**config.mk**
```make
export PLATFORM = sky130hd
export DESIGN_NAME = uart_wake_rx
export DESIGN_NICKNAME = d
export VERILOG_FILES = /design/src/rtl/uwr_pkg.sv /design/src/rtl/uwr_sync.sv /design/src/rtl/uwr_bit_engine.sv /design/src/rtl/uwr_idle_det.sv /design/src/rtl/uwr_status.sv /design/src/rtl/uart_wake_rx.sv
export SDC_FILE = /design/constraint.sdc
export NUM_CORES = 1
export LEC_CHECK = 0
export ABC_AREA = 1
export BUFFER_PORTS_ARGS = -buffer_cell sky130_fd_sc_hd__buf_2
export CORE_ASPECT_RATIO = 1.4
export CORE_MARGIN = 5
export CORE_UTILIZATION = 59
export DETAILED_ROUTE_END_ITERATION = 8
export GPL_ROUTABILITY_DRIVEN = 0
export PLACE_DENSITY = 0.88
export SLEW_MARGIN = 10
export SYNTH_ARGS = -nofsm -noshare
export SYNTH_HDL_FRONTEND = slang
export SYNTH_SLANG_ARGS = --single-unit
```
**constraint.sdc**
```tcl
create_clock -name clk -period 2 [get_ports clk]
set_clock_uncertainty 0.1 [all_clocks]
set_input_delay 0.1 -clock clk [delete_from_list [all_inputs] [get_ports clk]]
set_output_delay 0.1 -clock clk [all_outputs]
set_load 0.01 [all_outputs]
```
**src/rtl/uwr_pkg.sv**
```systemverilog
package uwr_pkg;

   typedef enum logic [2:0] {
      ST_IDLE,
      ST_START,
      ST_DATA,
      ST_PAR,
      ST_STOP
   } rx_state_e;

   function automatic logic vote3(input logic a, input logic b, input logic c);
      return (a & b) | (a & c) | (b & c);
   endfunction

   function automatic logic split3(input logic a, input logic b, input logic c);
      return !((a == b) && (b == c));
   endfunction

endpackage

```
**src/rtl/uwr_sync.sv**
```systemverilog
module uwr_sync #(
   parameter int   STAGES    = 2,
   parameter logic RESET_VAL = 1'b1
) (
   input  logic clk,
   input  logic rst_n,
   input  logic d_i,
   output logic q_o
);

   generate
      if (STAGES < 0) begin : g_bad_stages
         $error("uwr_sync: STAGES must not be negative");
      end

      if (STAGES == 0) begin : g_bypass
         assign q_o = d_i;
      end else begin : g_chain
         logic [STAGES-1:0] chain_q;
         always_ff @(posedge clk or negedge rst_n) begin
            if (!rst_n) begin
               chain_q <= {STAGES{RESET_VAL}};
            end else if (STAGES == 1) begin
               chain_q[0] <= d_i;
            end else begin
               chain_q <= {chain_q[STAGES-2:0], d_i};
            end
         end
         assign q_o = chain_q[STAGES-1];
      end
   endgenerate

endmodule

```
**src/rtl/uwr_bit_engine.sv**
```systemverilog
module uwr_bit_engine
   import uwr_pkg::*;
#(
   parameter int DATA_W = 8,
   parameter int OVS    = 16
) (
   input  logic              clk,
   input  logic              rst_n,
   input  logic              tick_i,
   input  logic              rx_i,
   input  logic              nine_bit_i,
   input  logic              par_en_i,
   input  logic              par_odd_i,
   output logic              done_o,
   output logic [DATA_W:0]   word_o,
   output logic              msb_o,
   output logic              fe_o,
   output logic              nf_o,
   output logic              pe_o
);

   localparam int PH_W  = $clog2(OVS);
   localparam int IDX_W = $clog2(DATA_W + 1);
   localparam int SMP_B = OVS / 2;
   localparam int SMP_A = SMP_B - 1;
   localparam int SMP_C = SMP_B + 1;

   generate
      if (OVS < 8) begin : g_bad_ovs
         $error("uwr_bit_engine: OVS must be at least 8");
      end
      if (DATA_W < 2) begin : g_bad_width
         $error("uwr_bit_engine: DATA_W must be at least 2");
      end
   endgenerate

   rx_state_e        state_q;
   logic [PH_W-1:0]  phase_q;
   logic [IDX_W-1:0] idx_q;
   logic [DATA_W:0]  shreg_q;
   logic             smp_a_q;
   logic             smp_b_q;
   logic             par_q;
   logic             noise_q;
   logic             rx_last_q;
   logic             nine_q;
   logic             pen_q;
   logic             odd_q;
   logic             done_q;
   logic             fe_q;
   logic             nf_q;
   logic             pe_q;

   logic             maj;
   logic             noisy;
   logic             at_mid;
   logic             at_end;
   logic             last_idx;

   always_comb begin
      maj      = vote3(smp_a_q, smp_b_q, rx_i);
      noisy    = split3(smp_a_q, smp_b_q, rx_i);
      at_mid   = (phase_q == PH_W'(SMP_C));
      at_end   = (phase_q == PH_W'(OVS - 1));
      last_idx = nine_q ? (idx_q == IDX_W'(DATA_W)) : (idx_q == IDX_W'(DATA_W - 1));
   end

   always_ff @(posedge clk or negedge rst_n) begin
      if (!rst_n) begin
         state_q   <= ST_IDLE;
         phase_q   <= '0;
         idx_q     <= '0;
         shreg_q   <= '0;
         smp_a_q   <= 1'b1;
         smp_b_q   <= 1'b1;
         par_q     <= 1'b0;
         noise_q   <= 1'b0;
         rx_last_q <= 1'b1;
         nine_q    <= 1'b0;
         pen_q     <= 1'b0;
         odd_q     <= 1'b0;
         done_q    <= 1'b0;
         fe_q      <= 1'b0;
         nf_q      <= 1'b0;
         pe_q      <= 1'b0;
      end else begin
         done_q <= 1'b0;
         if (tick_i) begin
            rx_last_q <= rx_i;
            if (state_q == ST_IDLE) begin
               if (!rx_i && rx_last_q) begin
                  state_q <= ST_START;
                  phase_q <= PH_W'(1);
                  idx_q   <= '0;
                  shreg_q <= '0;
                  noise_q <= 1'b0;
                  nine_q  <= nine_bit_i;
                  pen_q   <= par_en_i;
                  odd_q   <= par_odd_i;
               end
            end else begin
               if (phase_q == PH_W'(SMP_A)) smp_a_q <= rx_i;
               if (phase_q == PH_W'(SMP_B)) smp_b_q <= rx_i;
               phase_q <= at_end ? '0 : phase_q + PH_W'(1);

               if (at_mid) begin
                  unique case (state_q)
                     ST_START: begin
                        if (maj) state_q <= ST_IDLE;
                        else     noise_q <= noise_q | noisy;
                     end
                     ST_DATA: begin
                        shreg_q[idx_q] <= maj;
                        noise_q        <= noise_q | noisy;
                     end
                     ST_PAR: begin
                        par_q   <= maj;
                        noise_q <= noise_q | noisy;
                     end
                     ST_STOP: begin
                        done_q  <= 1'b1;
                        fe_q    <= !maj;
                        nf_q    <= noise_q | noisy;
                        pe_q    <= pen_q && ((^shreg_q ^ par_q) != odd_q);
                        state_q <= ST_IDLE;
                     end
                     default: state_q <= ST_IDLE;
                  endcase
               end

               if (at_end) begin
                  unique case (state_q)
                     ST_START: state_q <= ST_DATA;
                     ST_DATA: begin
                        if (last_idx) state_q <= pen_q ? ST_PAR : ST_STOP;
                        else          idx_q   <= idx_q + IDX_W'(1);
                     end
                     ST_PAR:  state_q <= ST_STOP;
                     default: ;
                  endcase
               end
            end
         end
      end
   end

   assign done_o = done_q;
   assign word_o = shreg_q;
   assign msb_o  = nine_q ? shreg_q[DATA_W] : shreg_q[DATA_W-1];
   assign fe_o   = fe_q;
   assign nf_o   = nf_q;
   assign pe_o   = pe_q;

   AST_DONE_AFTER_TICK: assert property (@(posedge clk) disable iff (!rst_n)
      done_q |-> $past(tick_i));
   AST_DONE_SINGLE: assert property (@(posedge clk) disable iff (!rst_n)
      done_q |=> !done_q);
   AST_EIGHT_BIT_TOP_CLEAR: assert property (@(posedge clk) disable iff (!rst_n)
      (done_q && !nine_q) |-> !shreg_q[DATA_W]);
   AST_NO_PARITY_NO_ERR: assert property (@(posedge clk) disable iff (!rst_n)
      (done_q && !pen_q) |-> !pe_q);

endmodule

```
**src/rtl/uwr_idle_det.sv**
```systemverilog
module uwr_idle_det #(
   parameter int DATA_W = 8,
   parameter int OVS    = 16
) (
   input  logic clk,
   input  logic rst_n,
   input  logic tick_i,
   input  logic rx_i,
   input  logic nine_bit_i,
   input  logic par_en_i,
   output logic hit_o
);

   localparam int BASE_BITS = DATA_W + 2;
   localparam int MAX_TICKS = (BASE_BITS + 2) * OVS;
   localparam int CNT_W     = $clog2(MAX_TICKS + 1);

   logic [CNT_W-1:0] cnt_q;
   logic [CNT_W-1:0] limit;

   always_comb begin
      limit = CNT_W'((BASE_BITS + 32'(nine_bit_i) + 32'(par_en_i)) * OVS);
      hit_o = tick_i && rx_i && (cnt_q == limit - CNT_W'(1));
   end

   always_ff @(posedge clk or negedge rst_n) begin
      if (!rst_n) begin
         cnt_q <= '0;
      end else if (tick_i) begin
         if (!rx_i)             cnt_q <= '0;
         else if (cnt_q < limit) cnt_q <= cnt_q + CNT_W'(1);
      end
   end

   AST_IDLE_HIT_ONCE: assert property (@(posedge clk) disable iff (!rst_n)
      hit_o |=> !hit_o);

endmodule

```
**src/rtl/uwr_status.sv**
```systemverilog
module uwr_status #(
   parameter int DATA_W  = 8,
   parameter bit IRQ_REG = 1'b0
) (
   input  logic              clk,
   input  logic              rst_n,
   input  logic              done_i,
   input  logic [DATA_W:0]   word_i,
   input  logic              msb_i,
   input  logic              fe_i,
   input  logic              nf_i,
   input  logic              pe_i,
   input  logic              wake_addr_i,
   input  logic              standby_req_i,
   input  logic              idle_hit_i,
   input  logic              ack_i,
   input  logic              ie_ready_i,
   input  logic              ie_ovr_i,
   input  logic              ie_noise_i,
   input  logic              ie_frame_i,
   input  logic              ie_par_i,
   output logic [DATA_W-1:0] data_o,
   output logic              bit8_o,
   output logic              ready_o,
   output logic              ovr_o,
   output logic              noise_o,
   output logic              frame_o,
   output logic              par_o,
   output logic              standby_o,
   output logic              irq_o
);

   localparam int NSRC = 5;

   logic [DATA_W-1:0] data_q;
   logic              bit8_q;
   logic              ready_q;
   logic              ovr_q;
   logic              noise_q;
   logic              frame_q;
   logic              par_q;
   logic              standby_q;

   logic              addr_wake;
   logic              idle_wake;
   logic              accept;
   logic              held;
   logic [NSRC-1:0]   src;
   logic [NSRC-1:0]   ena;
   logic              irq_raw;

   always_comb begin
      addr_wake = standby_q && wake_addr_i && done_i && msb_i;
      idle_wake = standby_q && !wake_addr_i && idle_hit_i;
      accept    = done_i && (!standby_q || addr_wake);
      held      = ready_q && !ack_i;
      src       = {par_q, frame_q, noise_q, ovr_q, ready_q};
      ena       = {ie_par_i, ie_frame_i, ie_noise_i, ie_ovr_i, ie_ready_i};
      irq_raw   = !standby_q && (|(src & ena));
   end

   always_ff @(posedge clk or negedge rst_n) begin
      if (!rst_n) begin
         standby_q <= 1'b0;
      end else if (standby_req_i) begin
         standby_q <= 1'b1;
      end else if (addr_wake || idle_wake) begin
         standby_q <= 1'b0;
      end
   end

   always_ff @(posedge clk or negedge rst_n) begin
      if (!rst_n) begin
         data_q  <= '0;
         bit8_q  <= 1'b0;
         ready_q <= 1'b0;
         ovr_q   <= 1'b0;
         noise_q <= 1'b0;
         frame_q <= 1'b0;
         par_q   <= 1'b0;
      end else begin
         if (ack_i) begin
            ready_q <= 1'b0;
            ovr_q   <= 1'b0;
            noise_q <= 1'b0;
            frame_q <= 1'b0;
            par_q   <= 1'b0;
         end
         if (accept) begin
            if (held) begin
               ovr_q <= 1'b1;
            end else begin
               data_q  <= word_i[DATA_W-1:0];
               bit8_q  <= msb_i;
               ready_q <= 1'b1;
               noise_q <= nf_i;
               frame_q <= fe_i;
               par_q   <= pe_i;
            end
         end
      end
   end

   generate
      if (IRQ_REG) begin : g_irq_reg
         logic irq_q;
         always_ff @(posedge clk or negedge rst_n) begin
            if (!rst_n) irq_q <= 1'b0;
            else        irq_q <= irq_raw;
         end
         assign irq_o = irq_q;
      end else begin : g_irq_comb
         assign irq_o = irq_raw;
      end
   endgenerate

   assign data_o    = data_q;
   assign bit8_o    = bit8_q;
   assign ready_o   = ready_q;
   assign ovr_o     = ovr_q;
   assign noise_o   = noise_q;
   assign frame_o   = frame_q;
   assign par_o     = par_q;
   assign standby_o = standby_q;

   AST_FLAGS_NEED_READY: assert property (@(posedge clk) disable iff (!rst_n)
      (ovr_q || noise_q || frame_q || par_q) |-> ready_q);
   AST_ACK_CLEARS: assert property (@(posedge clk) disable iff (!rst_n)
      (ack_i && !done_i) |=> (!ready_q && !ovr_q));
   AST_OVR_KEEPS_DATA: assert property (@(posedge clk) disable iff (!rst_n)
      (ready_q && !ack_i && done_i && !standby_q) |=> (ovr_q && $stable(data_q)));
   AST_STBY_DISCARD: assert property (@(posedge clk) disable iff (!rst_n)
      (standby_q && !(done_i && wake_addr_i && msb_i)) |=> $stable(data_q));
   AST_ADDR_WAKE: assert property (@(posedge clk) disable iff (!rst_n)
      (standby_q && wake_addr_i && done_i && msb_i && !standby_req_i) |=> !standby_q);
   AST_IDLE_WAKE: assert property (@(posedge clk) disable iff (!rst_n)
      (standby_q && !wake_addr_i && idle_hit_i && !standby_req_i) |=> !standby_q);
   AST_STBY_REQ: assert property (@(posedge clk) disable iff (!rst_n)
      standby_req_i |=> standby_q);

endmodule

```
**src/rtl/uart_wake_rx.sv**
```systemverilog
module uart_wake_rx #(
   parameter int DATA_W      = 8,
   parameter int OVS         = 16,
   parameter int SYNC_STAGES = 2,
   parameter bit IRQ_REG     = 1'b0
) (
   input  logic              clk,
   input  logic              rst_n,
   input  logic              tick_i,
   input  logic              rxd_i,
   input  logic              nine_bit_i,
   input  logic              par_en_i,
   input  logic              par_odd_i,
   input  logic              wake_addr_i,
   input  logic              standby_req_i,
   input  logic              ack_i,
   input  logic              ie_ready_i,
   input  logic              ie_ovr_i,
   input  logic              ie_noise_i,
   input  logic              ie_frame_i,
   input  logic              ie_par_i,
   output logic [DATA_W-1:0] data_o,
   output logic              bit8_o,
   output logic              ready_o,
   output logic              ovr_o,
   output logic              noise_o,
   output logic              frame_o,
   output logic              par_err_o,
   output logic              standby_o,
   output logic              irq_o
);

   logic            rx_s;
   logic            done;
   logic [DATA_W:0] word;
   logic            msb;
   logic            fe;
   logic            nf;
   logic            pe;
   logic            idle_hit;

   uwr_sync #(
      .STAGES    (SYNC_STAGES),
      .RESET_VAL (1'b1)
   ) i_sync (
      .clk   (clk),
      .rst_n (rst_n),
      .d_i   (rxd_i),
      .q_o   (rx_s)
   );

   uwr_bit_engine #(
      .DATA_W (DATA_W),
      .OVS    (OVS)
   ) i_engine (
      .clk        (clk),
      .rst_n      (rst_n),
      .tick_i     (tick_i),
      .rx_i       (rx_s),
      .nine_bit_i (nine_bit_i),
      .par_en_i   (par_en_i),
      .par_odd_i  (par_odd_i),
      .done_o     (done),
      .word_o     (word),
      .msb_o      (msb),
      .fe_o       (fe),
      .nf_o       (nf),
      .pe_o       (pe)
   );

   uwr_idle_det #(
      .DATA_W (DATA_W),
      .OVS    (OVS)
   ) i_idle (
      .clk        (clk),
      .rst_n      (rst_n),
      .tick_i     (tick_i),
      .rx_i       (rx_s),
      .nine_bit_i (nine_bit_i),
      .par_en_i   (par_en_i),
      .hit_o      (idle_hit)
   );

   uwr_status #(
      .DATA_W  (DATA_W),
      .IRQ_REG (IRQ_REG)
   ) i_status (
      .clk           (clk),
      .rst_n         (rst_n),
      .done_i        (done),
      .word_i        (word),
      .msb_i         (msb),
      .fe_i          (fe),
      .nf_i          (nf),
      .pe_i          (pe),
      .wake_addr_i   (wake_addr_i),
      .standby_req_i (standby_req_i),
      .idle_hit_i    (idle_hit),
      .ack_i         (ack_i),
      .ie_ready_i    (ie_ready_i),
      .ie_ovr_i      (ie_ovr_i),
      .ie_noise_i    (ie_noise_i),
      .ie_frame_i    (ie_frame_i),
      .ie_par_i      (ie_par_i),
      .data_o        (data_o),
      .bit8_o        (bit8_o),
      .ready_o       (ready_o),
      .ovr_o         (ovr_o),
      .noise_o       (noise_o),
      .frame_o       (frame_o),
      .par_o         (par_err_o),
      .standby_o     (standby_o),
      .irq_o         (irq_o)
   );

endmodule

```
==> flow_summary_export.csv <==
group,metric,value,unit
status,outcome,"finished clean",
detailed_routing,via_per_inst,5.25,
yosys,seq_area_frac_synth,0.441,
detailed_routing,wl_met1,2820,µm
floorplan,die-area,0.00711,mm²
hold_path,hold_path_class,"primary input to flip-flop",
global_routing,grt_pass1_wl,12600,µm
floorplan,num_rows,32,
layout,final_area,0.00379,mm²
timing,tns,0,ps
yosys,synth_area,0.00325,mm²
floorplan,start_util,0.597,
timing,worst_pin_slew,401,ps
critical_path,path_class,"flip-flop to flip-flop",
yosys,synthesis.nets,464,
yosys,yosys.area.top_type,"dfrtp_1",
place,hpwlAfterDp,4880,µm
detailed_routing,postRouteAntennaNets,0,
yosys,yosys-top-cells-area,"dfrtp_1 (40%), nand2_1 (18%), inv_1 (6.2%), o21ai_0 (5.9%), ha_1 (5.8%)",
place,placed_area,0.00349,mm²
yosys,synth_commonest_cells,"nand2_1 (155), inv_1 (54), dfrtp_1 (52)",
yosys,synth.avg_cell_area,7.49,µm²
timing,hold_violations,0,
layout,area_growth,16.6,%
global_routing,grt_usage,0.225,
detailed_routing,dr_wl_met2,3750,µm
clock_network,clk_pin_slew,80,ps
detailed_routing,top_layer_used,"met4",
yosys,syn_inst,434,
clock_network,clock_path_buffers,2,
detailed_routing,detail_route.iter0.violations,175,
yosys,synth_flop_cell,"dfrtp_1",
timing,maxSlewHeadroom,0.732,
yosys,yosysMostFrequentCell,"nand2_1",
place,placedCellCount,530,
floorplan,dieHeight,97.8,µm
critical_path,worstPathRequired,2120,ps
yosys,yosysTopAreaCellShare,0.400,
layout,final_core_util,0.696,
timing,max_freq,573,MHz
timing,maxSlewViolCount,0,
detailed_routing,wl_met3,334,µm
layout,nets,511,
detailed_routing,vias,2909,
clock_network,cts_buffers,9,
clock_network,clk_latency,350,ps
critical_path,cp_max_fo,8,
critical_path,cp-end-kind,"flip-flop",
global_routing,grt_pass1_vias,2983,
timing,rsz0062_at_grt,"false",
floorplan,num_io_pins,31,
layout,layout-drive-gt1-share,0.138,
detailed_routing,post_drt_wl_per_cell,13.0,µm
power,p_total,3.57,mW
floorplan,die_w,72.7,µm
clock_network,htreeDepth,3,
place,port_buffers,30,
clock_network,cts-root-buf,"clkbuf_8",
power,p_leak,2.01,nW
yosys,synth-edff-count,0,
global_routing,antenna_found_initial,0,
yosys,ys_types,35,
detailed_routing,drc_errors,0,
detailed_routing,wl,7190,µm
power,irDropWorstVdd,594,µV
critical_path,crit_path_start_kind,"flip-flop",
detailed_routing,firstDrtPassIters,4,
yosys,synth_seq_cells,57,
layout,insertedDiodeCount,0,
timing,setup_violations,0,
timing,post-route-period-util,0.873,
global_routing,overflow,0,
yosys,yosysWarnings,0,
run,drv_cap,0,
yosys,async_flop_share,1.00,
clock_network,cts_tree,"done",
layout,final_cells,554,
critical_path,worstPathArrival,1870,ps
floorplan,core_area,0.00545,mm²
timing,min_period,1750,ps
power,power.density,941,mW/mm²
clock_network,cts.sinks,57,
global_routing,grt_max_degree,58,
==> registers in the layout, summed over array words and instances, names as in the netlist, 2 cells and up <==
register	cells
i_engine.state_q	3
i_engine.idx_q	4
i_sync.g_chain.chain_q	2
i_engine.word_o	9
i_idle.cnt_q	8
i_engine.phase_q	4
i_status.data_o	8
==> stage by stage <==
stage	hold slack (ps)	worst slack (ps)
after floorplan	-296	409
after global placement	22.9	307
after detailed placement	24.0	187
after CTS	60.6	208
after global routing	50.3	27.9
final	68.8	254
==> path summary, 6_finish.rpt <==
| check | from | end | slack (ps) | cells after the start |
|---|---|---|---|---|
| hold reg to reg | i_sync.g_chain.chain_q[0] | i_sync.g_chain.chain_q[1] | 260 | 0 |
| setup reg to reg | i_idle.cnt_q[4] | i_idle.cnt_q[4] | 250 | 10 |
| max in group asynchronous | rst_n | i_engine.rx_last_q | 1320 | 3 |
| hold / removal | wake_addr_i | i_status.standby_o | 70 | 3 |
| min in group asynchronous | rst_n | i_engine.done_o | 180 | 3 |
| setup / recovery | i_idle.cnt_q[4] | i_idle.cnt_q[4] | 250 | 10 |
==> power by group <==
group / internal (mW) / switching (mW) / leakage [nW] / total (mW)
Combinational: 0.310 / 0.573 / 1.16 / 0.884
Clock: 0.700 / 0.500 / 0.106 / 1.20
Sequential: 1.31 / 0.169 / 0.749 / 1.48
==> logic make-up (layout without fill, tap and decap cells) <==
family	count (synthesis)	in the layout	share of synthesized area
buffers and inverters	61	113	0.0732
adders and majority gates	15	15	0.0578
and+or+nand+nor	235	235	0.310
xor gates and xnor gates	9	9	0.0243
AOI/OAI and AO/OA	57	57	0.0936
DFF	57	57	0.441
==> routing by layer <==
layer  GRT usage  vias to the layer above
met4       0.125                        0
met3      0.0639                       28
met2       0.388                       83
met5           0                        -
met1       0.241                     1333
li1            -                     1465
==> layout by cell type, fill, tap and decap left out, types with 3 or more instances in the layout <==
cell type      instances
dlygate4sd3_1          8
clkbuf_8               9
nand3_1               19
xor2_1                 8
nand2_1              154
o21ai_1                4
nor3_1                 5
o21ai_0               38
dfstp_2                5
dfrtp_1               52
buf_2                 30
inv_2                  3
a21oi_1                8
nand4_1                5
nor2_1                39
ha_1                  15
inv_1                 54
==> area by class of cell <==
cell class                 count  area, µm²
clock buffer                   9        124
tap                           68       85.1
timing repair buffer          40        258
inverter                      57        214
clock inverter                 7       93.8
multi-input combinational    316       1580
sequential                    57       1430
fill                         431       1660
==> critical path: stages, from the launching register on <==
cell and delay, ps:
dfrtp_1 420, inv_1 90, ha_1 210, inv_1 60, a21oi_1 50, o21bai_1 110
nand3_1 140, nand2_2 150, inv_1 130, nand2_1 70, o21ai_0 80
==> repair_timing <==
item                       4_1_cts  5_1_grt
hold buffers                     8        0
setup endpoints to repair        0        2
setup buffers                    0        0
hold endpoints to repair        67        0
resized for setup                0        1
Note: power is estimated with default switching activity, not from simulation.
